--- src/rtl/rs_pkg.sv ---
package rs_pkg;
  localparam int unsigned RES_W = 12;
  localparam int unsigned LEAD_EDGES = 1;
endpackage

--- src/rtl/rs_edge_det.sv ---
module rs_edge_det (
  input  logic clk,
  input  logic rst_n,
  input  logic lvl,
  output logic rise
);
  logic lvl_q;

  always_ff @(posedge clk or negedge rst_n) begin
    if (!rst_n) lvl_q <= 1'b0;
    else        lvl_q <= lvl;
  end

  assign rise = lvl & ~lvl_q;
endmodule

--- src/rtl/rs_frame_ctl.sv ---
module rs_frame_ctl #(
  parameter int unsigned LEAD = rs_pkg::LEAD_EDGES
) (
  input  logic clk,
  input  logic rst_n,
  input  logic step,
  input  logic restart,
  output logic sync,
  output logic shift_en
);
  localparam int unsigned CNT_W = $clog2(LEAD + 2);
  localparam logic [CNT_W-1:0] CNT_MAX = CNT_W'(LEAD);

  logic [CNT_W-1:0] cnt;

  assign shift_en = step & (cnt == CNT_MAX);

  always_ff @(posedge clk or negedge rst_n) begin
    if (!rst_n) begin
      cnt  <= '0;
      sync <= 1'b0;
    end else if (restart) begin
      cnt  <= '0;
      sync <= 1'b0;
    end else if (step) begin
      if (cnt != CNT_MAX) cnt <= cnt + 1'b1;
      sync <= (cnt == '0);
    end
  end
endmodule

--- src/rtl/rs_shifter.sv ---
module rs_shifter #(
  parameter int unsigned W = rs_pkg::RES_W
) (
  input  logic         clk,
  input  logic         rst_n,
  input  logic         load,
  input  logic [W-1:0] load_data,
  input  logic         sample,
  input  logic         shift,
  input  logic         tag_in,
  output logic         sdo
);
  logic [W-1:0] sr;
  logic         tag_q;

  always_ff @(posedge clk or negedge rst_n) begin
    if (!rst_n) begin
      sr    <= '0;
      tag_q <= 1'b0;
      sdo   <= 1'b0;
    end else if (load) begin
      sr <= load_data;
    end else begin
      if (shift) begin
        sdo <= sr[W-1];
        sr  <= {sr[W-2:0], tag_q};
      end
      if (sample) tag_q <= tag_in;
    end
  end
endmodule

--- src/rtl/result_serializer.sv ---
module result_serializer #(
  parameter int unsigned W = rs_pkg::RES_W
) (
  input  logic         clk,
  input  logic         rst_n,
  input  logic [W-1:0] res_data,
  input  logic         res_valid,
  input  logic         cs_n,
  input  logic         rd_en,
  input  logic         sclk,
  input  logic         tag_in,
  output logic         sdo,
  output logic         sdo_oe,
  output logic         sync,
  output logic         load_lost
);
  logic rise;
  logic active;
  logic step;
  logic shift_en;

  assign active = ~cs_n & rd_en;
  assign sdo_oe = active;
  assign step   = rise & active & ~res_valid;

  rs_edge_det u_edge (
    .clk  (clk),
    .rst_n(rst_n),
    .lvl  (sclk),
    .rise (rise)
  );

  rs_frame_ctl u_ctl (
    .clk     (clk),
    .rst_n   (rst_n),
    .step    (step),
    .restart (res_valid | cs_n),
    .sync    (sync),
    .shift_en(shift_en)
  );

  rs_shifter #(.W(W)) u_shift (
    .clk      (clk),
    .rst_n    (rst_n),
    .load     (res_valid),
    .load_data(res_data),
    .sample   (step),
    .shift    (shift_en),
    .tag_in   (tag_in),
    .sdo      (sdo)
  );

  always_ff @(posedge clk or negedge rst_n) begin
    if (!rst_n) load_lost <= 1'b0;
    else        load_lost <= res_valid & active & sclk;
  end
endmodule

--- config.mk ---
export PLATFORM = sky130hd
export DESIGN_NAME = result_serializer
export DESIGN_NICKNAME = d
export VERILOG_FILES = /design/src/rtl/rs_pkg.sv /design/src/rtl/rs_edge_det.sv /design/src/rtl/rs_frame_ctl.sv /design/src/rtl/rs_shifter.sv /design/src/rtl/result_serializer.sv
export SDC_FILE = /design/constraint.sdc
export NUM_CORES = 1
export LEC_CHECK = 0
export BUFFER_PORTS_ARGS = -buffer_cell sky130_fd_sc_hd__clkbuf_2
export CAP_MARGIN = 20
export CORE_MARGIN = 10
export CORE_UTILIZATION = 40
export DETAILED_ROUTE_END_ITERATION = 8
export SLEW_MARGIN = 10
export SYNTH_ARGS = -nofsm -noshare
export SYNTH_HDL_FRONTEND = slang
export SYNTH_SLANG_ARGS = --single-unit
--- constraint.sdc ---
create_clock -name clk -period 1.37 [get_ports clk]
set_input_delay 0.2055 -clock clk [delete_from_list [all_inputs] [get_ports clk]]
set_output_delay 0.2055 -clock clk [all_outputs]
set_load 0.02 [all_outputs]
; ---- Word-level counts from Yosys, hierarchy flattened
; Index checks and enable logic that the tools add are counted.
[classes]
add_sub_neg = 1
eq_ne = 2
mux = 7
n_bitwise = 11
reduce_logical = 7
[op_table]
columns = op, n
row1 = $mux W12, 2
row2 = $and A1 B1 Y1, 7
row3 = $mux W2, 3
row4 = $reduce_and A2 Y1, 3
row5 = $reduce_bool A2 Y1, 3
row6 = $not A1 Y1, 3
row7 = $add A2 B1 Y2 const B, 1
row8 = $eq A2 B1 Y1 const B, 1
row9 = $logic_not A2 Y1, 1
row10 = $mux W1, 2
row11 = $ne A2 B1 Y1 const B, 1
row12 = $or A1 B1 Y1, 1
[totals]
register_bits = 19
input_bits = 19
output_inout_bits = 4

; ---- Logic depth before layout (Yosys ltp)
; Gate-level depths: netlist of run 1.
[logic_depth]
word_depth = 7
mapped_depth = 6

; ---- Cells and area by module
; Synthesis of run 1 repeated with hierarchy kept, for this count alone.
[hier_totals]
cells_unflattened = 80
hier_area_um2 = 918.4
[modules_own_cells]
columns = module, instances, cells_per_inst, area_each_um2, seq_area_each_um2
row1 = rs_shifter, 1, 57, 635.6, 350.3
row2 = rs_frame_ctl, 1, 16, 180.2, 75.1
row3 = result_serializer, 1, 5, 63.8, 25.0
row4 = rs_edge_det, 1, 2, 38.8, 25.0

; ---- Worst setup path after synthesis of run 1
; No wires, ideal clock.
[synth_path]
path_type = flip-flop to flip-flop
from = register u_ctl.cnt[1]
to = register u_shift.sr[3]
setup_time_ps = 77
t_arrival_ps = 1198
t_required_ps = 1293
setup_slack_ps = 95
stages_incl_launch_ff = 7
path_buffers = 1
period_less_slack_ps = 1275
cell_sequence = dfrtp_1 inv_1 ha_1 nor2b_1 buf_2 a31oi_1 a21oi_1
[synth_between]
elab_chain_cells = 3
[synth_rtl]
columns = element, line
row1 = from (decl), rs_frame_ctl.sv:14  ; logic [CNT_W-1:0] cnt;
row2 = from (signal assigned), rs_frame_ctl.sv:26  ; if (cnt != CNT_MAX) cnt <= cnt + 1'b1;
row3 = $eq A2 B1 Y1, rs_frame_ctl.sv:16  ; assign shift_en = step & (cnt == CNT_MAX);
row4 = $and A1 B1 Y1, rs_frame_ctl.sv:16
row5 = $reduce_bool A2 Y1 (no line), -
row6 = to (signal assigned), rs_shifter.sv:22  ; sr <= load_data;
row7 = to (signal assigned), rs_shifter.sv:26  ; sr <= {sr[W-2:0], tag_q};
row8 = to (decl), rs_shifter.sv:13  ; logic [W-1:0] sr;
; No other way between the ends.
; A chain may end at the register's enable or synchronous reset.

; ---- Worst setup path after layout of run 1
[layout_path]
from = register u_ctl.cnt[1]
to = register u_ctl.cnt[0]
[layout_between]
elab_chain_cells = 3
[layout_rtl]
columns = element, line
row1 = $ne A2 B1 Y1, rs_frame_ctl.sv:26
row2 = $reduce_bool A2 Y1 (no line), -
row3 = $reduce_and A2 Y1 (no line), -
; No other way between the ends.

==> flow_metrics.env, run 1 <==
export IMPL_vdd_drop_max_v=0.000465
export IMPL_timing_slew_headroom_pct=67.9
export IMPL_synth_cell_types=23
export IMPL_drive_above_1_share_pct=31.5
export IMPL_synth_seq_area_share_pct=49.4
export IMPL_ys_async_sr_fraction_pct=100
export IMPL_core_mm2=0.00225
export IMPL_holdCritPathClass="in -> reg"
export IMPL_crit_family="flip-flops"
export IMPL_row_count=17
export IMPL_netlist_top_cells_count="19 x dfrtp_1, 14 x nor2b_1, 13 x o21ai_0"
export IMPL_status="finished clean"
export IMPL_firstDrtPassIters=4
export IMPL_cts_buffer_depth=2
export IMPL_multi_input_area_um2=474
export IMPL_drtIter0Drc=41
export IMPL_port_buffers=22
export IMPL_die_area_mm2=0.00477
export IMPL_overflow=0
export IMPL_wl_um=2180
export IMPL_power_total_w=0.00107
export IMPL_cap_violations=0
export IMPL_post_synth_top_count_cell="dfrtp_1"
export IMPL_comb_power_share_pct=15.6
export IMPL_nFillCells=233
export IMPL_drv_slew=0
export IMPL_numCtsBuffers=3
export IMPL_r2r_cells=5
export IMPL_r2r_start="u_ctl.cnt[1]"
export IMPL_p_clk_share_pct=25.8
export IMPL_finalSetupViolCount=0
export IMPL_period_share_pct=92.6
export IMPL_cp_max_fo=5
export IMPL_critPathArrivalTime_ns=1.48
export IMPL_vias=795
export IMPL_min_period_ns=1.27
export IMPL_ios=23
export IMPL_dieWidth_um=69.0
export IMPL_synth_edf_count=0
export IMPL_syn_area_um2=962
export IMPL_pwr_share_seq_pct=58.5
export IMPL_worstSetupPathType="reg -> reg"
export IMPL_leakage_nw=0.515
export IMPL_cts_root_buf="clkbuf_4"
export IMPL_grt_pass1_wl_um=3800
export IMPL_internal_power_w=0.000797
export IMPL_worstPathBufferInverterCount=1
export IMPL_area_growth_pct=23.0
export IMPL_track_usage_pct=9.19
export IMPL_synthFlopType="dfrtp_1"
export IMPL_cts_tree="done"
export IMPL_clk_pin_slew_ns=0.10
export IMPL_switching_share_pct=25.5
export IMPL_avgSynthCellArea_um2=9.82
export IMPL_p_switching_w=0.000272
export IMPL_max_stage_delay_ns=0.40
export IMPL_post_cts_setup_buffers=0
export IMPL_fmax_ghz=0.789
export IMPL_slowest_stage="dfrtp_1"
export IMPL_r2r_slack_ns=0.10
export IMPL_post_place_ws_ns=-0.302
export IMPL_worstPathRequired_ns=1.58
export IMPL_yosysWarnings=0
export IMPL_finalHoldViolCount=0
export IMPL_worst_clock_skew_ns=0.00176
export IMPL_crit_path_cell_trace="inv_1 > ha_4 > and4bb_2 > xnor2_2 > nor3_1"
export IMPL_synth_seq_cells=19
export IMPL_tightest_slew_ns=0.482
export IMPL_hold_depth=1
export IMPL_cts_sinks=19
export IMPL_synth_top_area_cell="dfrtp_1"
export IMPL_drc=0
export IMPL_htree_levels=1
export IMPL_start_util_pct=42.7
export IMPL_nNetsFinal=146
export IMPL_synth_area_leaders="dfrtp_1 49%, nor2b_1 9.1%, a31oi_1 7.8%"
export IMPL_syn_inst=98
export IMPL_cp_end_kind="flop"
export IMPL_grt_max_degree=28
export IMPL_yosysTopAreaCellShare_pct=49.4
export IMPL_seq_area_um2=475
export IMPL_start_kind="flop"
export IMPL_wl_per_cell_um=14.3
export IMPL_antenna_cells=0
export IMPL_insertion_delay_ns=0.29
export IMPL_setup_ws_ns=0.102
export IMPL_grt_antenna_before_repair=0
export IMPL_gp_congestion=0.741
export IMPL_holdPathEnd="u_edge.lvl_q"
export IMPL_rsz0062_at_grt="false"
export IMPL_hpwl_um=1550
export IMPL_ant_nets=0
export IMPL_grt_pass1_vias=828
export IMPL_avgViaCountPerCell=5.23
export IMPL_post_route_util_pct=52.5
export IMPL_reg2reg_to="u_ctl.cnt[0]"
export IMPL_syn_num_nets=119
export IMPL_die_h_um=69.0
export IMPL_power_density_mw_per_mm2=903
export IMPL_hold_start="sclk"
==> cell type report <==
class | count | area share, %
clock buffer | 4 | 2.22
inverter | 2 | 0.634
multi-input combinational | 70 | 40.1
sequential | 19 | 40.2
tap | 28 | 2.96
timing repair buffer | 29 | 14.0
==> what timing repair did <==
action / 4_1_cts / 5_1_grt
hold endpoints to repair: 19 / 0
cloned: 0 / 1
resized for setup: 3 / 6
hold buffers: 1 / 0
setup endpoints to repair: 12 / 13
==> cell usage in the layout (no fill, tap or decap), drive strengths merged <==
cell type	Yosys	routed
o21ai	13	13
nor2b	14	15
a21oi	12	12
mux2	2	2
nor2	1	1
dfrtp	19	19
and3	1	1
dlygate4sd3	0	1
nand3	2	2
nor3	2	2
a31oi	12	12
nand2	2	2
nand3b	1	1
mux2i	1	1
clkbuf	3	26
ha	2	2
buf	5	6
and4bb	1	1
inv	2	2
xnor2	1	1
and3b	1	1
nand2b	1	1
==> sequential cells by signal, summed over array words and instances, names as in the netlist <==
signal and count:
u_ctl.cnt 2, u_ctl.sync 1, u_edge.lvl_q 1, u_shift.sr 12, load_lost 1, u_shift.sdo 1, u_shift.tag_q 1
==> metal layers <==
metal	GRT usage, %	share of wire [%]
met1	11.9	46
met2	14.1	48
met3	2.57	5.2
met4	3.33	0.46
met5	0	0
==> cell families (layout without fill, tap and decap cells) <==
logic type | after synthesis | in the layout | synth area share [%]
buffers and inverters | 10 | 35 | 5.85
muxes | 3 | 3 | 3.77
and+or+nand+nor | 26 | 27 | 16.6
xor gates and xnor gates | 1 | 1 | 0.910
adders and majority gates | 2 | 2 | 2.60
DFF | 19 | 19 | 49.4
AOI/OAI and AO/OA | 37 | 37 | 20.8
==> power groups by stage <==
stage | Clock (W) | Sequential (W) | Combinational, W
after detailed placement | 0 | 0.000637 | 0.000160
after global routing | 0.000329 | 0.000631 | 0.000192
after floorplan | 0 | 0.000634 | 0.0000957
after global placement | 0 | 0.000636 | 0.000156
after CTS | 0.000291 | 0.000625 | 0.000165
final | 0.000276 | 0.000626 | 0.000167
==> metrics by stage <==
step                area [um2]  hold WS (ns)  instances  TNS, ns
floorplan                  962       -0.0901         98        0
global placement          1100         0.193        146    -2.98
detailed placement        1100         0.193        146    -3.36
CTS                       1150        0.0540        151        0
global route              1180        0.0499        152        0
finish                    1180        0.0716        152        0
==> worst max-delay path by stage <==
| stage | startpoint | end | slack (ns) | depth (start not counted) |
|---|---|---|---|---|
| floorplan | u_ctl.cnt[1] | u_shift.sr[3] | 0.09 | 6 |
| global placement | u_ctl.cnt[1] | u_shift.sr[1] | -0.27 | 5 |
| detailed placement | u_ctl.cnt[1] | u_shift.sr[2] | -0.30 | 5 |
| CTS | u_ctl.cnt[1] | u_shift.sr[2] | 0.009 | 5 |
| global route | u_ctl.cnt[1] | u_ctl.cnt[0] | 0.01 | 5 |
| finish | u_ctl.cnt[1] | u_ctl.cnt[0] | 0.10 | 5 |
No activity file was read; power rests on OpenSTA's default activity.
==> run 2, diff against run 1 <==
--- a/config.mk
+++ b/config.mk
@@ -7,8 +7,9 @@
 export LEC_CHECK = 0
 export BUFFER_PORTS_ARGS = -buffer_cell sky130_fd_sc_hd__clkbuf_2
 export CAP_MARGIN = 20
+export CORE_ASPECT_RATIO = 1.75
 export CORE_MARGIN = 10
-export CORE_UTILIZATION = 40
+export CORE_UTILIZATION = 30
 export DETAILED_ROUTE_END_ITERATION = 8
 export SLEW_MARGIN = 10
 export SYNTH_ARGS = -nofsm -noshare
==> flow_metrics.env, run 2 (synthesized netlist as in run 1, its figures left out) <==
export IMPL_max_stage_delay_ns=0.41
export IMPL_ant_nets=0
export IMPL_min_period_ns=1.34
export IMPL_nNetsFinal=146
export IMPL_post_route_util_pct=39.0
export IMPL_timing_slew_headroom_pct=67.4
export IMPL_r2r_slack_ns=0.03
export IMPL_final_setup_tns_ns=0
export IMPL_r2r_start="u_ctl.cnt[0]"
export IMPL_holdWs_ns=0.108
export IMPL_htree_levels=1
export IMPL_firstDrtPassIters=4
export IMPL_r2r_cells=5
export IMPL_drtIter0Drc=15
export IMPL_grt_antenna_before_repair=0
export IMPL_worst_clock_skew_ns=0.00299
export IMPL_gp_congestion=0.694
export IMPL_cp_max_fo=3
export IMPL_grt_max_degree=28
export IMPL_start_kind="flop"
export IMPL_port_buffers=22
export IMPL_reg_top3="u_shift.sr (12), u_ctl.cnt (2)"
export IMPL_grt_pass1_vias=863
export IMPL_track_usage_pct=8.30
export IMPL_period_share_pct=97.5
export IMPL_cts_sinks=19
export IMPL_largest_register_ffs=12
export IMPL_p_clk_share_pct=33.6
export IMPL_worstSetupPathType="reg -> reg"
export IMPL_p_switching_w=0.000305
export IMPL_grt_pass1_wl_um=3950
export IMPL_ios=23
export IMPL_vias=819
export IMPL_timing_critical_path_from="u_ctl.cnt[0]"
export IMPL_leakage_nw=0.524
export IMPL_holdCritPathClass="in -> reg"
export IMPL_overflow=0
export IMPL_slowest_stage="dfrtp_1"
export IMPL_final_cell_mix="22 x clkbuf_2, 19 x dfrtp_1, 13 x nor2b_1, 13 x o21ai_0"
export IMPL_row_count=27
export IMPL_core_mm2=0.00311
export IMPL_comb_power_share_pct=13.7
export IMPL_vdd_drop_max_v=0.000557
export IMPL_cap_violations=0
export IMPL_drive_above_1_share_pct=31.5
export IMPL_numCtsBuffers=3
export IMPL_cts_buffer_depth=2
export IMPL_finalHoldViolCount=0
export IMPL_crit_path_cell_trace="ha_4 > buf_6 > and4bb_2 > xnor2_1 > nor3_1"
export IMPL_internal_power_w=0.000889
export IMPL_start_util_pct=31.0
export IMPL_setup_worst_path_end="u_ctl.cnt[0]"
export IMPL_drv_slew=0
export IMPL_regMostFlops="u_shift.sr"
export IMPL_final_common_cell="clkbuf_2"
export IMPL_dieWidth_um=62.8
export IMPL_wl_per_cell_um=14.2
export IMPL_rsz0062_at_grt="true"
export IMPL_hpwl_um=1740
export IMPL_die_area_mm2=0.00596
export IMPL_pwr_share_seq_pct=52.7
export IMPL_area_growth_pct=25.9
export IMPL_cts_tree="done"
export IMPL_power_density_mw_per_mm2=986
export IMPL_reg2reg_to="u_ctl.cnt[0]"
export IMPL_fmax_ghz=0.748
export IMPL_avgViaCountPerCell=4.90
export IMPL_antenna_cells=0
export IMPL_status="finished clean"
export IMPL_cp_end_kind="flop"
export IMPL_critPathArrivalTime_ns=1.52
export IMPL_finalSetupViolCount=0
export IMPL_cts_root_buf="clkbuf_8"
export IMPL_tightest_slew_ns=0.489
export IMPL_die_h_um=94.9
export IMPL_drc=0
export IMPL_wl_um=2370
export IMPL_insertion_delay_ns=0.26
export IMPL_switching_share_pct=25.6
export IMPL_clk_pin_slew_ns=0.07
export IMPL_worstPathRequired_ns=1.55
run 2: changes by cell type in the layout (fill, tap and decap cells not counted):
cell,before,now
clkbuf_8,0,3
o21ai_1,2,0
nor2b_4,2,1
inv_2,0,1
inv_1,2,1
buf_6,0,1
xnor2_1,0,1
clkbuf_4,3,0
o21ai_0,11,13
xnor2_2,1,0
run 2: repair_timing:
| action | in CTS | in global routing |
|---|---|---|
| cloned | 0 | 0 |
| hold buffers | 1 | 0 |
| resized for setup | 3 | 4 |
| hold endpoints to repair | 19 | 0 |
| pin swaps | 0 | 5 |
| setup buffers | 0 | 1 |
| setup endpoints to repair | 12 | 12 |
run 2: how the worst min path moves through the flow:
stage | depth (start not counted) | end | start | slack, ns
3_3_place_gp | 1 | u_shift.tag_q | rst_n | 0.18
3_5_place_dp | 1 | u_ctl.cnt[0] | rst_n | 0.19
6_report | 1 | u_edge.lvl_q | sclk | 0.11
2_1_floorplan | 0 | load_lost | rst_n | -0.09
5_1_grt | 1 | u_edge.lvl_q | sclk | 0.11
4_1_cts | 1 | u_edge.lvl_q | sclk | 0.11
run 2: area by class of cell:
type	instances	area [um2]
Clock buffer	4	45.0
Fill cell	331	1900
Inverter	2	7.51
Multi-Input combinational cell	69	453
Sequential cell	19	475
Tap cell	43	53.8
Timing Repair Buffer	30	176
run 2: power by group through the flow:
stage / sequential, W / clock, W / combinational (W)
3_5_place_dp: 0.000640 / 0 / 0.000159
2_1_floorplan: 0.000634 / 0 / 0.0000957
6_report: 0.000630 / 0.000402 / 0.000163
4_1_cts: 0.000629 / 0.000414 / 0.000164
5_1_grt: 0.000634 / 0.000426 / 0.000186
3_3_place_gp: 0.000638 / 0 / 0.000155
run 2: routing by layer:
metal	global-route usage, %	share of wire, %	vias to the layer above	wire, um
met4	5.24	2.3	0	55
met1	8.92	42	392	987
met2	14.2	52	20	1230
met5	0	0	-	0
li1	-	-	402	-
met3	2.25	3.8	5	90
run 2: per-stage QoR:
step	cell area [um2]	power [W]	instances	worst slack (ns)
6_report	1210	0.00119	167	0.0338
3_3_place_gp	1120	0.000794	161	-0.240
4_1_cts	1190	0.00121	166	0.00890
5_1_grt	1210	0.00125	167	-0.0669
3_5_place_dp	1120	0.000799	161	-0.290
2_1_floorplan	962	0.000729	98	0.0945
run 2: worst max-delay path, delay by kind of cell, from the launching register on:
| kind | cells | cell delay, ns |
|---|---|---|
| and+or+nand+nor | 2 | 0.48 |
| DFF | 1 | 0.41 |
| adders and majority gates | 1 | 0.18 |
| buffers and inverters | 1 | 0.11 |
| xor gates and xnor gates | 1 | 0.07 |
==> run 3, diff against run 2 <==
--- a/config.mk
+++ b/config.mk
@@ -8,7 +8,6 @@
 export BUFFER_PORTS_ARGS = -buffer_cell sky130_fd_sc_hd__clkbuf_2
 export CAP_MARGIN = 20
 export CORE_ASPECT_RATIO = 1.75
-export CORE_MARGIN = 10
 export CORE_UTILIZATION = 30
 export DETAILED_ROUTE_END_ITERATION = 8
 export SLEW_MARGIN = 10
==> flow_metrics.env, run 3 (synthesized netlist as in run 1, its figures left out) <==
export IMPL_status="complete, but fails checks"
export IMPL_violations="negative setup slack"
export IMPL_ios=23
export IMPL_drv_slew=0
export IMPL_cp_end_kind="flop"
export IMPL_antenna_cells=0
export IMPL_holdCritPathClass="in -> reg"
export IMPL_worst_clock_skew_ns=0.00245
export IMPL_crit_family="flip-flops"
export IMPL_rsz0062_at_grt="true"
export IMPL_period_share_pct=100
export IMPL_drc=0
export IMPL_p_switching_w=0.000287
export IMPL_overflow=0
export IMPL_drtIter0Drc=9
export IMPL_vias=819
export IMPL_cts_buffer_depth=2
export IMPL_setup_ws_ns=-0.00180
export IMPL_area_growth_pct=28.7
export IMPL_row_count=26
export IMPL_max_stage_delay_ns=0.43
export IMPL_cts_tree="done"
export IMPL_finalSetupViolCount=1
export IMPL_switching_share_pct=24.3
export IMPL_slowest_stage="dfrtp_1"
export IMPL_holdWs_ns=0.109
export IMPL_min_period_ns=1.37
export IMPL_final_common_cell="clkbuf_2"
export IMPL_power_density_mw_per_mm2=953
export IMPL_start_kind="flop"
export IMPL_internal_power_w=0.000893
export IMPL_clk_pin_slew_ns=0.07
export IMPL_drive_above_1_share_pct=34.4
export IMPL_cp_max_fo=3
export IMPL_crit_path_frequent_cell="buf_6"
export IMPL_track_usage_pct=13.8
export IMPL_gp_congestion=0.786
export IMPL_p_clk_share_pct=32.1
export IMPL_regMostFlops="u_shift.sr"
export IMPL_numCtsBuffers=3
export IMPL_power_total_w=0.00118
export IMPL_dieWidth_um=44.8
export IMPL_die_h_um=76.9
export IMPL_firstDrtPassIters=4
export IMPL_insertion_delay_ns=0.25
export IMPL_htree_levels=1
export IMPL_final_cell_mix="22 x clkbuf_2, 19 x dfrtp_1, 13 x nor2b_1, 12 x a31oi_1, 12 x a21oi_1"
export IMPL_grt_max_degree=28
export IMPL_crit_cells=6
export IMPL_critPathArrivalTime_ns=1.55
export IMPL_tightest_slew_ns=0.481
export IMPL_hold_start="sclk"
export IMPL_vdd_drop_max_v=0.000726
export IMPL_hold_depth=1
export IMPL_final_setup_tns_ns=-0.00180
export IMPL_ant_nets=0
export IMPL_avgViaCountPerCell=4.90
export IMPL_pwr_share_seq_pct=53.4
export IMPL_cts_sinks=19
export IMPL_r2r_start="u_ctl.cnt[0]"
export IMPL_die_area_mm2=0.00345
export IMPL_reg_top3="u_shift.sr (12), u_ctl.cnt (2)"
export IMPL_timing_critical_path_from="u_ctl.cnt[0]"
export IMPL_timing_slew_headroom_pct=67.9
export IMPL_finalHoldViolCount=0
export IMPL_grt_pass1_wl_um=3610
export IMPL_fmax_ghz=0.729
export IMPL_worstSetupPathType="reg -> reg"
export IMPL_worstPathRequired_ns=1.55
export IMPL_crit_path_cell_trace="ha_4 > buf_6 > and4bb_2 > buf_6 > nand3_2 > o21ai_1"
export IMPL_wl_per_cell_um=13.1
export IMPL_post_route_util_pct=41.4
export IMPL_comb_power_share_pct=14.6
export IMPL_largest_register_ffs=12
export IMPL_core_mm2=0.00299
export IMPL_grt_antenna_before_repair=0
export IMPL_cap_violations=0
export IMPL_nNetsFinal=147
export IMPL_start_util_pct=32.1
export IMPL_grt_pass1_vias=832
export IMPL_cts_root_buf="clkbuf_8"
export IMPL_wl_um=2180
export IMPL_port_buffers=22
export IMPL_leakage_nw=0.533
export IMPL_worstPathBufferInverterCount=2
export IMPL_r2r_cells=6
run 3: path summary, 6_finish.rpt:
check	slack (ns)	endpoint
setup / recovery	-0.002	u_ctl.cnt[1]
hold / removal	0.11	u_edge.lvl_q
setup reg to reg	-0.002	u_ctl.cnt[1]
hold reg to reg	0.51	u_shift.sdo
max in group asynchronous	0.61	u_shift.sr[3]
min in group asynchronous	0.44	u_shift.tag_q
run 3: layer usage:
| layer | up-vias | wire (um) | part of all wire, % | track usage [%] |
|---|---|---|---|---|
| met2 | 25 | 1140 | 52 | 24.6 |
| met5 | - | 0 | 0 | 0 |
| li1 | 401 | - | - | - |
| met3 | 2 | 89 | 4.1 | 2.12 |
| met4 | 0 | 24 | 1.1 | 4.55 |
| met1 | 391 | 926 | 42 | 15.9 |
run 3: per-stage QoR:
step,cell area [um2],setup WS [ns],instances
2_1_floorplan,962,0.0945,98
3_3_place_gp,1130,-0.246,161
3_5_place_dp,1130,-0.277,161
4_1_cts,1190,-0.0125,166
6_report,1240,-0.00180,167
5_1_grt,1240,-0.0573,167
run 3: power by group through the flow:
stage / Combinational [W] / Clock [W] / Sequential (W)
5_1_grt: 0.000196 / 0.000410 / 0.000635
2_1_floorplan: 0.0000957 / 0 / 0.000634
3_5_place_dp: 0.000161 / 0 / 0.000639
6_report: 0.000172 / 0.000378 / 0.000630
4_1_cts: 0.000166 / 0.000385 / 0.000628
3_3_place_gp: 0.000157 / 0 / 0.000638
run 3: what timing repair did:
action / 4_1_cts / 5_1_grt
pin swaps: 0 / 4
setup buffers: 0 / 1
hold endpoints to repair: 19 / 0
resized for setup: 3 / 10
gates cloned: 0 / 0
setup endpoints to repair: 12 / 13
hold buffers: 1 / 0
run 3: layout make-up:
class | count | area [um2]
clock buffers | 4 | 45.0
flip-flops and latches | 19 | 475
fillers | 323 | 1750
repair buffers | 31 | 188
inverters | 2 | 7.51
well taps | 42 | 52.6
multi-input cells | 69 | 470
